`src/rtl/wdog_guard_pkg.sv`:
```
`timescale 1ns/1ps
package wdog_guard_pkg;

    localparam int ADDR_W = 3;
    localparam int DATA_W = 32;

    typedef enum logic [ADDR_W-1:0] {
        REG_CTRL  = 3'd0,
        REG_LOAD  = 3'd1,
        REG_FEED  = 3'd2,
        REG_COUNT = 3'd3,
        REG_CSEL  = 3'd4
    } reg_sel_e;

    localparam logic [7:0] KEY_FIRST  = 8'hAA;
    localparam logic [7:0] KEY_SECOND = 8'h55;

    typedef struct packed {
        logic              hit;
        logic              wr;
        reg_sel_e          target;
        logic [DATA_W-1:0] data;
    } bus_req_t;

    typedef struct packed {
        logic en_req;
        logic mode_req;
        logic active;
        logic mode_eff;
        logic flag;
    } ctrl_state_t;

    function automatic logic [DATA_W-1:0] clamp_load(input logic [DATA_W-1:0] v,
                                                     input logic [DATA_W-1:0] floor_v);
        return (v < floor_v) ? floor_v : v;
    endfunction

endpackage

```
`src/rtl/wdog_feed_chk.sv`:
```
`timescale 1ns/1ps
module wdog_feed_chk
    import wdog_guard_pkg::*;
(
    input  logic     clk,
    input  logic     rst,
    input  logic     restart,
    input  bus_req_t req,
    output logic     feed_ok,
    output logic     feed_bad
);

    logic armed;
    logic feed_wr;

    assign feed_wr = req.hit && req.wr && (req.target == REG_FEED);

    always_comb begin
        feed_ok  = armed && feed_wr && (req.data[7:0] == KEY_SECOND);
        feed_bad = 1'b0;
        if (req.hit) begin
            if (armed) feed_bad = !feed_ok;
            else       feed_bad = feed_wr && (req.data[7:0] != KEY_FIRST);
        end
    end

    always_ff @(posedge clk) begin
        if (rst || restart)
            armed <= 1'b0;
        else if (req.hit)
            armed <= !armed && feed_wr && (req.data[7:0] == KEY_FIRST);
    end

    // a completed sequence always closes the window
    a_r3_ok_closes: assert property (@(posedge clk) disable iff (rst)
        feed_ok |=> !armed);

endmodule

```
`src/rtl/wdog_regs.sv`:
```
`timescale 1ns/1ps
module wdog_regs
    import wdog_guard_pkg::*;
#(
    parameter int CNT_W  = 32,
    parameter int MIN_TO = 256
) (
    input  logic             clk,
    input  logic             rst,
    input  logic             restart,
    input  bus_req_t         req,
    input  logic             feed_ok,
    output ctrl_state_t      st,
    output logic [CNT_W-1:0] load_q,
    output logic [1:0]       csel_q
);

    localparam logic [CNT_W-1:0] LOAD_RST = CNT_W'(MIN_TO);

    logic wr_ctrl, wr_load, wr_csel;

    assign wr_ctrl = req.hit && req.wr && (req.target == REG_CTRL);
    assign wr_load = req.hit && req.wr && (req.target == REG_LOAD);
    assign wr_csel = req.hit && req.wr && (req.target == REG_CSEL);

    always_ff @(posedge clk) begin
        if (rst) begin
            st     <= '0;
            load_q <= LOAD_RST;
            csel_q <= 2'd0;
        end else if (restart) begin
            st      <= '0;
            st.flag <= 1'b1;
            load_q  <= LOAD_RST;
            csel_q  <= 2'd0;
        end else begin
            if (wr_ctrl) begin
                st.en_req   <= st.en_req   | req.data[0];
                st.mode_req <= st.mode_req | req.data[1];
                if (!req.data[2]) st.flag <= 1'b0;
            end
            if (wr_load && !st.active)
                load_q <= clamp_load(req.data[CNT_W-1:0], LOAD_RST);
            if (wr_csel && !st.active)
                csel_q <= req.data[1:0];
            if (feed_ok) begin
                st.active   <= st.active | st.en_req;
                st.mode_eff <= st.mode_req;
            end
        end
    end

    // once running, only a watchdog reset stops the counter
    a_r4_active_sticky: assert property (@(posedge clk) disable iff (rst)
        st.active && !restart |=> st.active);

    // locked configuration does not move while running
    a_r9_lock_config: assert property (@(posedge clk) disable iff (rst)
        st.active && !restart |=> $stable(load_q) && $stable(csel_q));

endmodule

```
`src/rtl/wdog_count.sv`:
```
`timescale 1ns/1ps
module wdog_count #(
    parameter int CNT_W  = 32,
    parameter int PRE_W  = 2,
    parameter int MIN_TO = 256
) (
    input  logic             clk,
    input  logic             rst,
    input  logic             restart,
    input  logic             run,
    input  logic             tick,
    input  logic             reload,
    input  logic [CNT_W-1:0] reload_val,
    output logic [CNT_W-1:0] count,
    output logic             expire
);

    localparam logic [PRE_W-1:0] PRE_MAX  = '1;
    localparam logic [CNT_W-1:0] CNT_RST  = CNT_W'(MIN_TO);
    localparam logic [CNT_W-1:0] CNT_ONE  = CNT_W'(1);

    logic [PRE_W-1:0] pre;
    logic             step;

    assign step   = run && tick && (pre == PRE_MAX);
    assign expire = step && (count == CNT_ONE) && !reload;

    always_ff @(posedge clk) begin
        if (rst || restart) begin
            count <= CNT_RST;
            pre   <= '0;
        end else if (reload) begin
            count <= reload_val;
            pre   <= '0;
        end else if (run && tick) begin
            pre <= pre + 1'b1;
            if (step && (count != '0))
                count <= count - 1'b1;
        end
    end

    // a reload never places a value below the floor in the counter
    a_r2_reload_floor: assert property (@(posedge clk) disable iff (rst)
        reload && !restart |=> count >= CNT_RST);

    // a stopped counter at zero stays at zero until reloaded
    a_r7_zero_hold: assert property (@(posedge clk) disable iff (rst)
        count == '0 && !reload && !restart |=> count == '0);

endmodule

```
`src/rtl/wdog_guard.sv`:
```
`timescale 1ns/1ps
module wdog_guard
    import wdog_guard_pkg::*;
#(
    parameter int CNT_W  = 32,
    parameter int PRE_W  = 2,
    parameter int MIN_TO = 256
) (
    input  logic              clk,
    input  logic              rst,
    input  logic              bus_sel,
    input  logic              bus_wr,
    input  logic [ADDR_W-1:0] bus_addr,
    input  logic [DATA_W-1:0] bus_wdata,
    output logic [DATA_W-1:0] bus_rdata,
    input  logic              wd_tick,
    output logic [1:0]        wd_clk_sel,
    output logic              wd_reset_req,
    output logic              wd_irq
);

    bus_req_t         req;
    ctrl_state_t      st;
    logic [CNT_W-1:0] load_q;
    logic [CNT_W-1:0] count;
    logic [1:0]       csel_q;
    logic             feed_ok, feed_bad, expire;
    logic             fault, restart;

    always_comb begin
        req.hit    = bus_sel;
        req.wr     = bus_wr;
        req.target = reg_sel_e'(bus_addr);
        req.data   = bus_wdata;
    end

    assign fault   = st.active && (expire || feed_bad);
    assign restart = fault && st.mode_eff;

    wdog_feed_chk u_feed (
        .clk      (clk),
        .rst      (rst),
        .restart  (restart),
        .req      (req),
        .feed_ok  (feed_ok),
        .feed_bad (feed_bad)
    );

    wdog_regs #(.CNT_W(CNT_W), .MIN_TO(MIN_TO)) u_regs (
        .clk     (clk),
        .rst     (rst),
        .restart (restart),
        .req     (req),
        .feed_ok (feed_ok),
        .st      (st),
        .load_q  (load_q),
        .csel_q  (csel_q)
    );

    wdog_count #(.CNT_W(CNT_W), .PRE_W(PRE_W), .MIN_TO(MIN_TO)) u_count (
        .clk        (clk),
        .rst        (rst),
        .restart    (restart),
        .run        (st.active),
        .tick       (wd_tick),
        .reload     (feed_ok),
        .reload_val (load_q),
        .count      (count),
        .expire     (expire)
    );

    always_ff @(posedge clk) begin
        if (rst) begin
            wd_reset_req <= 1'b0;
            wd_irq       <= 1'b0;
        end else begin
            wd_reset_req <= restart;
            if (restart)    wd_irq <= 1'b0;
            else if (fault) wd_irq <= 1'b1;
        end
    end

    always_comb begin
        bus_rdata = '0;
        case (req.target)
            REG_CTRL:  bus_rdata = {{(DATA_W-3){1'b0}}, st.flag, st.mode_req, st.en_req};
            REG_LOAD:  bus_rdata = DATA_W'(load_q);
            REG_COUNT: bus_rdata = DATA_W'(count);
            REG_CSEL:  bus_rdata = {{(DATA_W-2){1'b0}}, csel_q};
            default:   bus_rdata = '0;
        endcase
    end

    assign wd_clk_sel = csel_q;

    // the reset request is a single-cycle pulse
    a_r6_single_pulse: assert property (@(posedge clk) disable iff (rst)
        wd_reset_req |=> !wd_reset_req);

    // a reset request always leaves the cause flag set
    a_r10_flag_on_reset: assert property (@(posedge clk) disable iff (rst)
        wd_reset_req |-> st.flag);

    // the interrupt only drops on a reset
    a_r7_irq_hold: assert property (@(posedge clk) disable iff (rst)
        wd_irq && !restart |=> wd_irq);

    // reset request and interrupt are never high together
    a_r6_outputs_excl: assert property (@(posedge clk) disable iff (rst)
        !(wd_reset_req && wd_irq));

endmodule

```
`config.mk`:
```
export PLATFORM = sky130hd
export DESIGN_NAME = wdog_guard
export DESIGN_NICKNAME = d
export VERILOG_FILES = /design/src/rtl/wdog_guard_pkg.sv /design/src/rtl/wdog_feed_chk.sv /design/src/rtl/wdog_regs.sv /design/src/rtl/wdog_count.sv /design/src/rtl/wdog_guard.sv
export SDC_FILE = /design/constraint.sdc
export NUM_CORES = 1
export LEC_CHECK = 0
export BUFFER_PORTS_ARGS = -buffer_cell sky130_fd_sc_hd__buf_2
export CAP_MARGIN = 25
export CORE_ASPECT_RATIO = 0.5
export CORE_UTILIZATION = 50
export CTS_CLUSTER_DIAMETER = 40
export DETAILED_ROUTE_END_ITERATION = 10
export HOLD_SLACK_MARGIN = 0.03
export PLACE_DENSITY = 0.82
export SYNTH_ARGS = -nofsm -noshare
export SYNTH_HDL_FRONTEND = slang
export SYNTH_SLANG_ARGS = --single-unit
```
`constraint.sdc`:
```
create_clock -name clk -period 2.1 [get_ports clk]
set_input_delay 0.105 -clock clk [delete_from_list [all_inputs] [get_ports clk]]
set_output_delay 0.105 -clock clk [all_outputs]
set_load 0.005 [all_outputs]
```
[Word level (Yosys, flattened, before mapping)]
Index checks and enable logic that the tools add are counted.
Cells by class
  add/sub/neg operators: 2
  $lt $le $gt $ge: 1
  equality and inequality tests: 10
  mux-type cells: 10
  bitwise gates (word level): 3
  reduce and logical (&&, ||, !) cells: 33
Operators with widths (number)
  $mux 32: 4
  $pmux 32 s4: 1
  $eq 32x1->1 const B: 1
  $lt 32x9->1 const B: 1
  $reduce_bool 32->1: 1
  $sub 32x1->32 const B: 1
  $logic_and 1x1->1: 19
  $eq 8x7->1 const B: 1
  $eq 8x8->1 const B: 1
  $ne 8x8->1 const B: 1
  $eq 3x2->1 const B: 2
  $reduce_bool 2->1: 3
  $mux 1: 5
  $reduce_and 2->1: 2
  $reduce_or 2->1: 2
  $eq 3x1->1 const B: 1
  $eq 3x3->1 const B: 1
  $logic_not 1->1: 3
  $logic_not 3->1: 1
  $or 1x1->1: 3
  $add 2x1->2 const B: 1
  $eq 2x2->1 const B: 1
  $logic_or 1x1->1: 2
  $ne 2x1->1 const B: 1
Word-level totals
  register bits: 76
  bits of input ports: 40
  output and inout port bits: 36
  logic and storage cells: 71

[Longest topological paths before layout]
Gate-level depths: netlist of the first run.
  depth in word-level cells: 12
  gate-level depth with buffers: 10

[Cells and area by module]
Synthesis of the first run repeated with hierarchy kept, for this count alone.
Second synthesis, totals
  cells, all modules: 526
  area, all modules: 4296.6 µm²
By module, submodules not included
  wdog_count: instances 1, cells an instance 272, area each 2134.5 µm², seq. area each 680.7 µm²
  wdog_regs: instances 1, cells an instance 176, area each 1450.1 µm², seq. area each 780.7 µm²
  wdog_guard: instances 1, cells an instance 59, area each 546.8 µm², seq. area each 40.0 µm²
  wdog_feed_chk: instances 1, cells an instance 19, area each 165.2 µm², seq. area each 20.0 µm²

[Least setup slack after synthesis of the first run]
OpenSTA, ideal clock, no wires.
  path kind: register to register
  start point: reg u_count.count[2]
  end point: reg u_count.count[11]
  setup time: 0.137 ns
  arrival: 2.088 ns
  data required time: 1.963 ns
  path slack: -0.126 ns
  cell stages (with the launch flop): 9
  buffers on the path: 2
  clock period less this slack: 2.226 ns
  cell sequence: dfxtp_1 -> nor4_4 -> nand4_1 -> or4_1 -> a21oi_2 -> a21o_1 -> buf_6 -> buf_6 -> a211oi_1
On the way
  longest elaborated chain between the ends: 7
  elaborated cells on any way between the ends: 15
  those cells by class: 1 x add/sub; 1 x eq/ne; 3 x mux; 10 x reduce/logical
Ends and longest elaborated chain
  start, declared: line wdog_count.sv:14  | output logic [CNT_W-1:0] count,
  start signal, assigned: line wdog_count.sv:33  | count <= reload_val;
  start signal, assigned: line wdog_count.sv:38  | count <= count - 1'b1;
  branches (longest 7 deep; another with $sub 32x1->32)
Parallel ways; which one is timed is not known. The select of a mux whose other input is x is not followed.
A chain may end at the register's enable or synchronous reset.

[Final worst setup path of the first run]
  start point: reg u_count.count[0]
  end point: reg u_count.count[26]
Same word-level chain as after synthesis.

==> results by group, run 1 <==
Detailed routing
  • Residual DRC: 0
  • Vias: 4358
  • Drt first-iter violations: 439
  • ANT nets after route: 0
  • TritonRoute pass-1 iters: 5
  • Wirelength per Cell: 18.1 um
  • DR vias/cell: 6.09
  • WL final: 13.0 mm

Timing
  • Worst hold slack: 40.5 ps
  • Final worst-path cycle share: 114%
  • Fin. max-slew vios: 0
  • Final hold violations: 0
  • Worst-Margin Slew: 545 ps
  • Final Skew: 6.00 ps
  • Setup_tns: -8420 ps
  • Final setup violation count: 75
  • Post-route setup slack: -293 ps
  • Slew Limit Headroom: 63.3%
  • Peak Freq: 0.418 GHz
  • Clock period minus worst slack: 2390 ps
  • RSZ-0062 raised after global routing: true

Synthesis
  • Yosys warnings: 0
  • Post-synth top cells: 77 x nor2_1, 76 x dfxtp_1, 39 x nand2_1
  • XOR/XNOR share of the synthesized area: 6.34%
  • Syn Nets: 521
  • Register area share after synthesis: 38.0%
  • Synth area leaders: dfxtp_1 38%, nor2_1 7.2%, a22o_1 6.3%
  • Synth Instances: 477
  • Largest area contributor in the netlist: dfxtp_1
  • Count leader, synth: nor2_1
  • Main synth FF type: dfxtp_1
  • Post-Synth Simple-Gate Area: 26.0%
  • Top-area cell type share of the netlist area: 38.0%
  • Post-synthesis adder-cell area fraction: 1.25%
  • Synthesized area: 4000 um2
  • Compound-gate portion of the synthesized area: 21.0%
  • Post-synthesis sequential element count: 76
  • Distinct cell type count after synthesis: 46
  • Largest family of logic cells by synthesized area: simple AND/OR/NAND/NOR gates
  • Fraction of synthesized area in multiplexers: 1.78%
  • Async set-reset flop share out of synthesis: 0%
  • Post-synth EDFFs: 0
  • Syn_area_per_cell: 8.39 um2

Die
  • Die height: 65.3 um
  • Die area: 8390 um2
  • Number of cell rows: 22
  • Io pins: 76
  • Die W: 129 um
  • Initial Utilization: 53.1%
  • Core area: 7540 um2

GRT
  • Antenna violations before repair: 0
  • Busiest grt layer: met2
  • Vias in the first global route: 4007
  • GRT Util Overall: 30.8%
  • Largest net degree at the start of global routing: 64
  • M2 GR Usage: 48.9%
  • Met3 usage: 8.06%
  • Global-route wire length before repair: 19.8 mm
  • GR Layer Usage met1: 39.7%
  • Grt ovf: 0

Power and ir drop
  • Total Power: 3.43 mW
  • Logic gate share of total power: 5.7%
  • Net Switching: 0.716 mW
  • Max IR drop VDD: 0.000500 V
  • Clock network power share: 51.8%
  • Leakage: 2.29 nW
  • Switch share: 20.8%
  • Pwr Density: 626 nW/um2
  • Seq pwr share: 42.5%
  • Power Internal: 2.72 mW

Worst setup path
  • Crit Reg-Reg Endpoint: u_count.count[26]
  • Top cell by count, worst path: buf_4
  • Max FO, Critical Path: 5
  • Worst Setup Path Type: reg2reg
  • Startpoint Class: flip-flop
  • Critical-path cell list: inv_1, ha_1, nor3b_2, buf_4, nand4_1, buf_4, nor4_2, xnor2_1, a211oi_1
  • Critical Path RT: 2320 ps
  • CP startpoint: u_count.count[0]
  • CP peak stage delay: 380 ps
  • Worst Reg-to-Reg Cells: 9
  • R2r startpoint: u_count.count[0]
  • Worst-path cell with the longest stage delay: a211oi_1
  • Worst R2R Setup Slack: -290 ps
  • Worst Setup End Kind: flip-flop
  • Crit path DAT: 2610 ps
  • Worst setup endpoint: u_count.count[26]

Place
  • Pre-CTS setup slack: -153 ps
  • Placed Area: 4910 um2
  • Routability cong.: 0.854
  • Post-DP HPWL: 7.98 mm
  • # port buffers: 75

Worst hold path
  • Min-delay worst type: in2reg

Cells and area
  • Share of cells above drive strength 1: 31.7%
  • Number of antenna diodes: 0
  • Area growth, synth to finish: 37.0%
  • Fillers: 542
  • Cell area after layout: 5490 um2
  • Nets@finish: 648

Clock network
  • Number of buffers created by CTS: 9
  • H-Tree Depth: 3
  • CTS Root Cell: clkbuf_16
  • TritonCTS clock tree: done
  • Worst-path clk slew: 60 ps
  • Clk buf depth: 2
  • Clock net sink count: 76
  • Worst-skew pair later-pin latency: 340 ps

Status
  • Status: finished, violations left
  • Failing checks: negative setup slack

Job
  • Max cap viols: 0
area by class of cell:
type	count	area, um2	share of cell area, %
Multi-Input combinational cell	358	2400	43.7
Sequential cell	76	1530	27.8
Timing Repair Buffer	154	1070	19.5
Clock buffer	10	239	4.36
Tap cell	108	135	2.46
Clock inverter	5	100	1.82
Inverter	5	18.8	0.342
power groups by stage:
stage	sequential (mW)	combinational (mW)	clock, mW
floorplan	1.49	0.0890	0
global placement	1.49	0.164	0
detailed placement	1.49	0.166	0
CTS	1.46	0.182	1.78
global route	1.46	0.208	1.86
finish	1.46	0.196	1.78
placed cells by master, fill, tap and decap left out, types with 3 or more instances in the layout:
cell type / synthesis / layout
nor2_1: 77 / 75
nand2_1: 39 / 38
or4_1: 5 / 3
xnor2_1: 17 / 17
o21ai_0: 4 / 4
dlygate4sd3_1: 0 / 10
xor2_1: 12 / 12
nor4_4: 2 / 5
buf_4: 0 / 62
ha_1: 4 / 4
mux2i_1: 6 / 6
a21oi_2: 1 / 8
a211oi_1: 30 / 29
buf_2: 3 / 75
a22oi_1: 23 / 23
nor3_2: 0 / 3
a22o_1: 29 / 29
dfxtp_1: 76 / 73
a21oi_1: 18 / 10
nand4_1: 11 / 11
inv_1: 5 / 5
nor4_1: 19 / 16
dfxtp_2: 0 / 3
nor3_1: 16 / 13
buf_12: 0 / 4
and2_1: 3 / 3
clkbuf_16: 0 / 10
nand3_1: 9 / 9
bufinv_16: 0 / 3
registers in the layout, summed over array words and instances, names as in the netlist:
register	cells
u_regs.load_q	32
wd_irq	1
u_count.count	32
u_regs.csel_q	2
wd_reset_req	1
u_count.pre	2
u_feed.armed	1
u_regs.st	5
how the worst min path moves through the flow:
stage,end,cells past startpoint,slack (ps),start
after floorplan,u_regs.st[0],1,170,rst
after global placement,u_regs.st[0],2,340,rst
after detailed placement,u_regs.st[0],2,350,rst
after CTS,u_regs.load_q[30],3,40,bus_wdata[30]
after global routing,u_regs.load_q[28],3,60,bus_wdata[28]
final,u_regs.load_q[30],3,40,bus_wdata[30]
stage by stage:
stage / util [%] / cells
floorplan: - / 477
global placement: 65.1 / 686
detailed placement: 65.1 / 686
CTS: 71.4 / 712
global route: 72.7 / 716
finish: 72.7 / 716
cells by family (layout without fill, tap and decap cells):
| family | Yosys count | count (layout) |
|---|---|---|
| simple gates | 204 | 204 |
| buf+inv | 43 | 174 |
| compound gates | 114 | 114 |
| fa+ha+maj | 4 | 4 |
| flops | 76 | 76 |
| xor+xnor | 29 | 29 |
| mux | 7 | 7 |
metal layers:
layer / share of wire, % / routed length (um) / up-vias
met5: 0 / 0 / -
met4: 3.1 / 399 / 0
met3: 8.5 / 1100 / 49
met2: 46 / 5920 / 224
met1: 43 / 5560 / 2071
li1: - / - / 2014
timing repair:
action / CTS / global route
endpoints found under the hold margin: 12 / 0
hold buffers: 10 / 0
pin swaps: 2 / 6
gates cloned: 0 / 1
gates resized for setup: 6 / 12
setup buffers: 1 / 3
setup endpoints to repair: 74 / 75
worst max-delay path: cells and delay by family (launching register included):
family	cells	cell delay [ps]
buf+inv	3	460
fa+ha+maj	1	180
flops	1	350
compound gates	1	380
xor+xnor	1	150
simple gates	3	760
(Power assumes the default switching activity.)
==> run 2: changes to the inputs <==
- CORE_MARGIN: not set -> 4
==> results by group, run 2 (synthesis gave the netlist of run 1 again) <==
Status
  • Status: finished, violations left
  • Failing checks: negative setup slack

GRT
  • GRT Util Overall: 26.4% (-4.4 points)
  • Global-route wire length before repair: 20.3 mm (+2.5%)
  • Vias in the first global route: 4174 (+4.2%)
  • Grt ovf: 0 (unchanged)
  • Antenna violations before repair: 0 (unchanged)
  • Largest net degree at the start of global routing: 64 (unchanged)

Worst setup path
  • Worst R2R Setup Slack: -300 ps (about the same)
  • Critical Path RT: 2370 ps (+50 ps)
  • Startpoint Class: flip-flop
  • Crit Reg-Reg Endpoint: u_count.count[30]
  • Crit path DAT: 2670 ps (+60 ps)
  • Delay-heaviest family, CP: simple AND/OR/NAND/NOR gates
  • Worst-path cell with the longest stage delay: nor4b_2
  • Worst Reg-to-Reg Cells: 9 (unchanged)
  • Critical-path cell list: inv_1, ha_1, nor3b_1, buf_4, nand4_1, nor2_1, nor4b_2, xnor2_1, a211oi_2
  • CP peak stage delay: 470 ps (+90 ps)
  • Worst Setup Path Type: reg2reg
  • Worst Setup End Kind: flip-flop
  • Max FO, Critical Path: 5 (unchanged)
  • Buf/Inv on CP: 2 (-1)
  • R2r startpoint: u_count.count[0]

Clock network
  • Clock net sink count: 76 (unchanged)
  • Worst-path clk slew: 60 ps (about the same)
  • CTS Root Cell: clkbuf_16
  • Clk buf depth: 2 (unchanged)
  • Number of buffers created by CTS: 9 (unchanged)
  • TritonCTS clock tree: done
  • Worst-skew pair later-pin latency: 350 ps (about the same)
  • H-Tree Depth: 3 (unchanged)

Worst hold path
  • Min-delay worst type: in2reg
  • Worst hold start: bus_wdata[29]
  • Hold EP: u_regs.load_q[29]
  • WHS Path Cells: 3 (unchanged)

Cells and area
  • Nets@finish: 654 (+0.93%)
  • Largest registers: u_count.count: 32 flops, u_regs.load_q: 32 flops, u_regs.st: 5 flops
  • Fillers: 495 (-8.7%)
  • Sequential cell area: 1530 um2 (unchanged)
  • Area growth, synth to finish: 40.9%
  • Footprint of the multi-input gates: 2510 um2 (+4.7%)
  • Share of cells above drive strength 1: 35.3% (+3.5 points)
  • Number of antenna diodes: 0 (unchanged)
  • Most frequent cells in the layout: 75 x nor2_1, 75 x buf_2, 73 x dfxtp_1

Timing
  • RSZ-0062 raised after global routing: true
  • Clock period minus worst slack: 2400 ps (+3.14 ps)
  • Slew Limit Headroom: 54.6% (-8.7 points)
  • Final worst-path cycle share: 114% (+0.15 points)
  • Peak Freq: 0.417 GHz (-0.13%)
  • Fin. max-slew vios: 0 (unchanged)
  • Post-route setup slack: -296 ps (-3.14 ps)
  • Final setup violation count: 76 (+1.3%)
  • Worst-Margin Slew: 679 ps (+134 ps)
  • Final Skew: 8.55 ps (+2.54 ps)
  • Final hold violations: 0 (unchanged)

Place
  • Routability cong.: 0.921 (+7.8%)
  • # port buffers: 75 (unchanged)
  • Post-DP HPWL: 8.25 mm (+3.4%)
  • Pre-CTS setup slack: -200 ps (-47.3 ps)

Power and ir drop
  • Seq pwr share: 46.2% (+3.7 points)
  • Max IR drop VDD: 0.000374 V (-25%)
  • Clock network power share: 46.6% (-5.2 points)
  • Logic gate share of total power: 7.2% (+1.5 points)
  • Switch share: 23.3% (+2.4 points)
  • Net Switching: 0.734 mW (+2.6%)
  • Power Internal: 2.42 mW (-11%)
  • Total Power: 3.15 mW (-8.2%)
  • Pwr Density: 559 nW/um2 (-11%)
  • Leakage: 2.33 nW (+1.7%)

Detailed routing
  • Drt first-iter violations: 532 (+21%)
  • Vias: 4505 (+3.4%)
  • Residual DRC: 0 (unchanged)
  • TritonRoute pass-1 iters: 5 (unchanged)
  • ANT nets after route: 0 (unchanged)
  • Wirelength per Cell: 19.6 um (+8.3%)
  • WL final: 14.2 mm (+9.3%)
  • DR vias/cell: 6.23 (+2.4%)

Die
  • Initial Utilization: 53.1% (unchanged)
  • Number of cell rows: 22 (unchanged)
  • Die W: 135 um (+4.7%)
  • Die area: 9590 um2 (+14%)
  • Io pins: 76 (unchanged)
  • Die height: 71.3 um (+9.2%)
  • Core area: 7540 um2 (unchanged)

Job
  • Max cap viols: 0 (unchanged)
==> run 2: worst min-delay path, stage by stage <==
cell	delay (ps)
buf_2	90
a22oi_1	60
nor2_1	90
==> run 2: repair_timing <==
item / 4_1_cts / 5_1_grt
setup buffers: 8 / 6
cloned: 3 / 2
gates resized for setup: 10 / 42
endpoints found under the hold margin: 13 / 0
pin swaps: 5 / 17
endpoints found under the setup margin: 74 / 76
hold buffers: 11 / 0
==> run 2: routing by layer <==
metal	vias up	GRT usage, %	part of all wire (%)
met4	0	11.4	4.1
met1	2090	33.9	41
li1	2024	-	-
met5	-	0	0
met2	322	43.0	46
met3	69	6.24	9.3
==> run 2: how the worst max path moves through the flow <==
stage | startpoint | to | slack (ps) | depth (start not counted)
after global routing | u_count.count[0] | u_count.count[30] | -330 | 9
after CTS | u_count.count[22] | u_count.count[16] | -150 | 8
after detailed placement | u_count.count[24] | u_count.count[28] | -200 | 8
final | u_count.count[0] | u_count.count[30] | -300 | 9
after global placement | u_count.count[24] | u_count.count[30] | -120 | 8
after floorplan | u_count.count[24] | u_count.count[24] | -30 | 8
==> run 2: metrics by stage <==
stage | cell area (um2) | cells | TNS [ps] | utilization [%] | hold slack (ps)
after global placement | 4850 | 680 | -3590 | 64.3 | 341
after floorplan | 4060 | 477 | -1120 | - | 174
after detailed placement | 4850 | 680 | -8560 | 64.3 | 341
after CTS | 5430 | 717 | -7080 | 72.0 | 30.3
final | 5640 | 723 | -11440 | 74.8 | 28.6
after global routing | 5640 | 723 | -14530 | 74.8 | 47.0
==> run 2: cell type report <==
type	instances	share of cell area, %
Inverter	5	0.333
Tap cell	108	2.40
Timing Repair Buffer	160	20.7
Multi-Input combinational cell	358	44.5
Sequential cell	76	27.0
Clock buffer	13	4.61
Clock inverter	3	0.377
==> run 2: power by group through the flow <==
stage	sequential [mW]	combinational [mW]	clock, mW
finish	1.46	0.226	1.47
global route	1.46	0.240	1.53
CTS	1.46	0.209	1.47
detailed placement	1.49	0.162	0
global placement	1.49	0.159	0
floorplan	1.49	0.0890	0
==> run 3: changes to the inputs <==
- PLACE_DENSITY: 0.82 -> not set
- PLACE_DENSITY_LB_ADDON: not set -> 0.1
==> results by group, run 3 (synthesis gave the netlist of run 1 again) <==
Status
  • Failing checks: negative setup slack
  • Status: finished, violations left

Cells and area
  • Share of cells above drive strength 1: 42.2% (+6.9 points)
  • Fin cells: 726 (+0.41%)
  • Number of antenna diodes: 0 (unchanged)
  • Nets@finish: 659 (+0.76%)
  • Sequential cell area: 1530 um2 (+0.25%)
  • Footprint of the multi-input gates: 2630 um2 (+4.7%)
  • Fin util: 78.3% (+3.5 points)
  • Most common cell after layout, fill and taps aside: buf_2
  • Area growth, synth to finish: 47.5%
  • Largest registers: u_count.count: 32 flops, u_regs.load_q: 32 flops, u_regs.st: 5 flops
  • Cell area after layout: 5910 um2 (+4.7%)
  • Fillers: 533 (+7.7%)
  • Most frequent cells in the layout: 75 x buf_2, 70 x dfxtp_1, 63 x buf_4

GRT
  • Largest net degree at the start of global routing: 64 (unchanged)
  • Vias in the first global route: 3958 (-5.2%)
  • Global-route wire length before repair: 20.0 mm (-1.5%)
  • GRT Util Overall: 26.0% (-0.36 points)
  • Grt ovf: 0 (unchanged)
  • Antenna violations before repair: 0 (unchanged)

Clock network
  • Worst-skew pair later-pin latency: 330 ps (-20 ps)
  • H-Tree Depth: 3 (unchanged)
  • Clk buf depth: 2 (unchanged)
  • TritonCTS clock tree: done
  • Clock net sink count: 76 (unchanged)
  • Worst-path clk slew: 60 ps (about the same)
  • Number of buffers created by CTS: 9 (unchanged)
  • CTS Root Cell: clkbuf_16

Worst setup path
  • Startpoint Class: flip-flop
  • Critical Path RT: 2300 ps (-70 ps)
  • Worst R2R Setup Slack: -190 ps (+100 ps)
  • Worst Setup Path Type: reg2reg
  • CP peak stage delay: 590 ps (+120 ps)
  • Critical-path cell list: nor4_4, nand4b_1, or4_4, a21oi_4, a21o_4, buf_6, clkbuf_16, a211oi_2
  • Worst Setup End Kind: flip-flop
  • R2r startpoint: u_count.count[24]
  • Worst Reg-to-Reg Cells: 8 (-1)
  • Buf/Inv on CP: 2 (unchanged)
  • Max FO, Critical Path: 8 (+3)
  • Crit path DAT: 2500 ps (-170 ps)
  • Worst-path cell with the longest stage delay: or4_4
  • Delay-heaviest family, CP: simple AND/OR/NAND/NOR gates
  • Crit Reg-Reg Endpoint: u_count.count[9]

Power and ir drop
  • Leakage: 2.43 nW (+4.4%)
  • Power Internal: 2.54 mW (+5.1%)
  • Switch share: 21.6% (-1.6 points)
  • Logic gate share of total power: 7.9% (+0.7 points)
  • Pwr Density: 550 nW/um2 (-1.7%)
  • Seq pwr share: 44.9% (-1.3 points)
  • Clock network power share: 47.2% (+0.6 points)
  • Total Power: 3.25 mW (+2.9%)
  • Net Switching: 0.703 mW (-4.3%)
  • Max IR drop VDD: 0.000386 V (+3.2%)

Detailed routing
  • WL final: 13.8 mm (-2.9%)
  • TritonRoute pass-1 iters: 5 (unchanged)
  • Wirelength per Cell: 19.0 um (-3.3%)
  • Drt first-iter violations: 372 (-30%)
  • Vias: 4342 (-3.6%)
  • DR vias/cell: 5.98 (-4.0%)
  • Residual DRC: 0 (unchanged)
  • ANT nets after route: 0 (unchanged)

Place
  • Placed Area: 4910 um2 (+1.3%)
  • # port buffers: 75 (unchanged)
  • Post-DP HPWL: 8.62 mm (+4.5%)
  • Routability cong.: 0.884 (-4.0%)
  • Pre-CTS setup slack: -134 ps (+66.4 ps)
  • Placed Instances: 687 (+1.0%)

Timing
  • Setup_tns: -11270 ps (+171 ps)
  • Slew Limit Headroom: 66.1% (+11 points)
  • Worst hold slack: 35.0 ps (+6.45 ps)
  • Fin. max-slew vios: 0 (unchanged)
  • Final worst-path cycle share: 109% (-4.8 points)
  • Final hold violations: 0 (unchanged)
  • Final setup violation count: 75 (-1.3%)
  • Clock period minus worst slack: 2290 ps (-101 ps)
  • Final Skew: 4.80 ps (-3.75 ps)
  • Worst-Margin Slew: 505 ps (-174 ps)
  • RSZ-0062 raised after global routing: true
  • Post-route setup slack: -195 ps (+101 ps)
  • Peak Freq: 0.436 GHz (+4.4%)

Worst hold path
  • Worst hold start: bus_wdata[18]
  • Min-delay worst type: in2reg
  • WHS Path Cells: 3 (unchanged)
  • Hold EP: u_regs.load_q[18]

Die
  • Initial Utilization: 53.1% (unchanged)
  • Number of cell rows: 22 (unchanged)
  • Io pins: 76 (unchanged)
  • Core area: 7540 um2 (unchanged)
  • Die height: 71.3 um (unchanged)
  • Die W: 135 um (unchanged)
  • Die area: 9590 um2 (unchanged)

Job
  • Max cap viols: 0 (unchanged)
==> run 3: cell types whose count changed in the layout (fill, tap and decap cells not counted), moves of 6 or more <==
cell           delta
nor4_2            -6
nor2_1           -15
a211oi_2          +9
dlygate4sd3_1     -6
nor4_1            +6
nor2_2           +15
a211oi_1          -9
==> run 3: worst max path at each step <==
stage	startpoint	end	slack [ps]	cells after the start
floorplan	u_count.count[24]	u_count.count[24]	-30	8
detailed placement	u_count.count[24]	u_count.count[19]	-130	7
finish	u_count.count[24]	u_count.count[9]	-190	8
global placement	u_count.count[24]	u_count.count[18]	-90	7
global route	u_count.count[24]	u_count.count[9]	-280	8
CTS	u_count.count[17]	u_count.count[8]	-100	8
==> run 3: worst reg2reg max path: cells and delay by family, from the launching register on <==
family | cells | cell delay (ps)
and+or+nand+nor | 3 | 1110
AOI/OAI and AO/OA | 3 | 430
DFF | 1 | 330
buffers and inverters | 2 | 290
==> run 3: cell type report <==
class,count,share of cell area [%]
multi-input combinational,358,44.5
sequential,76,25.9
timing repair buffer,165,22.0
clock buffer,12,4.34
tap,108,2.29
clock inverter,2,0.593
inverter,5,0.318
==> run 3: repair_timing <==
action | CTS | global route
resized for setup | 24 | 66
gates cloned | 2 | 7
hold buffers | 5 | 0
pin swaps | 17 | 12
setup buffers | 7 | 6
hold endpoints to repair | 7 | 0
endpoints found under the setup margin | 73 | 76
==> run 3: per-layer routing <==
| metal | vias up | global-route usage, % | wire length, um |
|---|---|---|---|
| met5 | - | 0 | 0 |
| met4 | 0 | 6.21 | 195 |
| met3 | 21 | 7.01 | 1190 |
| met2 | 207 | 41.4 | 6190 |
| met1 | 2079 | 35.6 | 6210 |
| li1 | 2035 | - | - |
==> run 3: power by group through the flow <==
stage	clock, mW	combinational, mW	sequential [mW]
final	1.53	0.256	1.46
after CTS	1.54	0.191	1.46
after floorplan	0	0.0890	1.49
after global placement	0	0.167	1.49
after detailed placement	0	0.169	1.49
after global routing	1.61	0.270	1.46
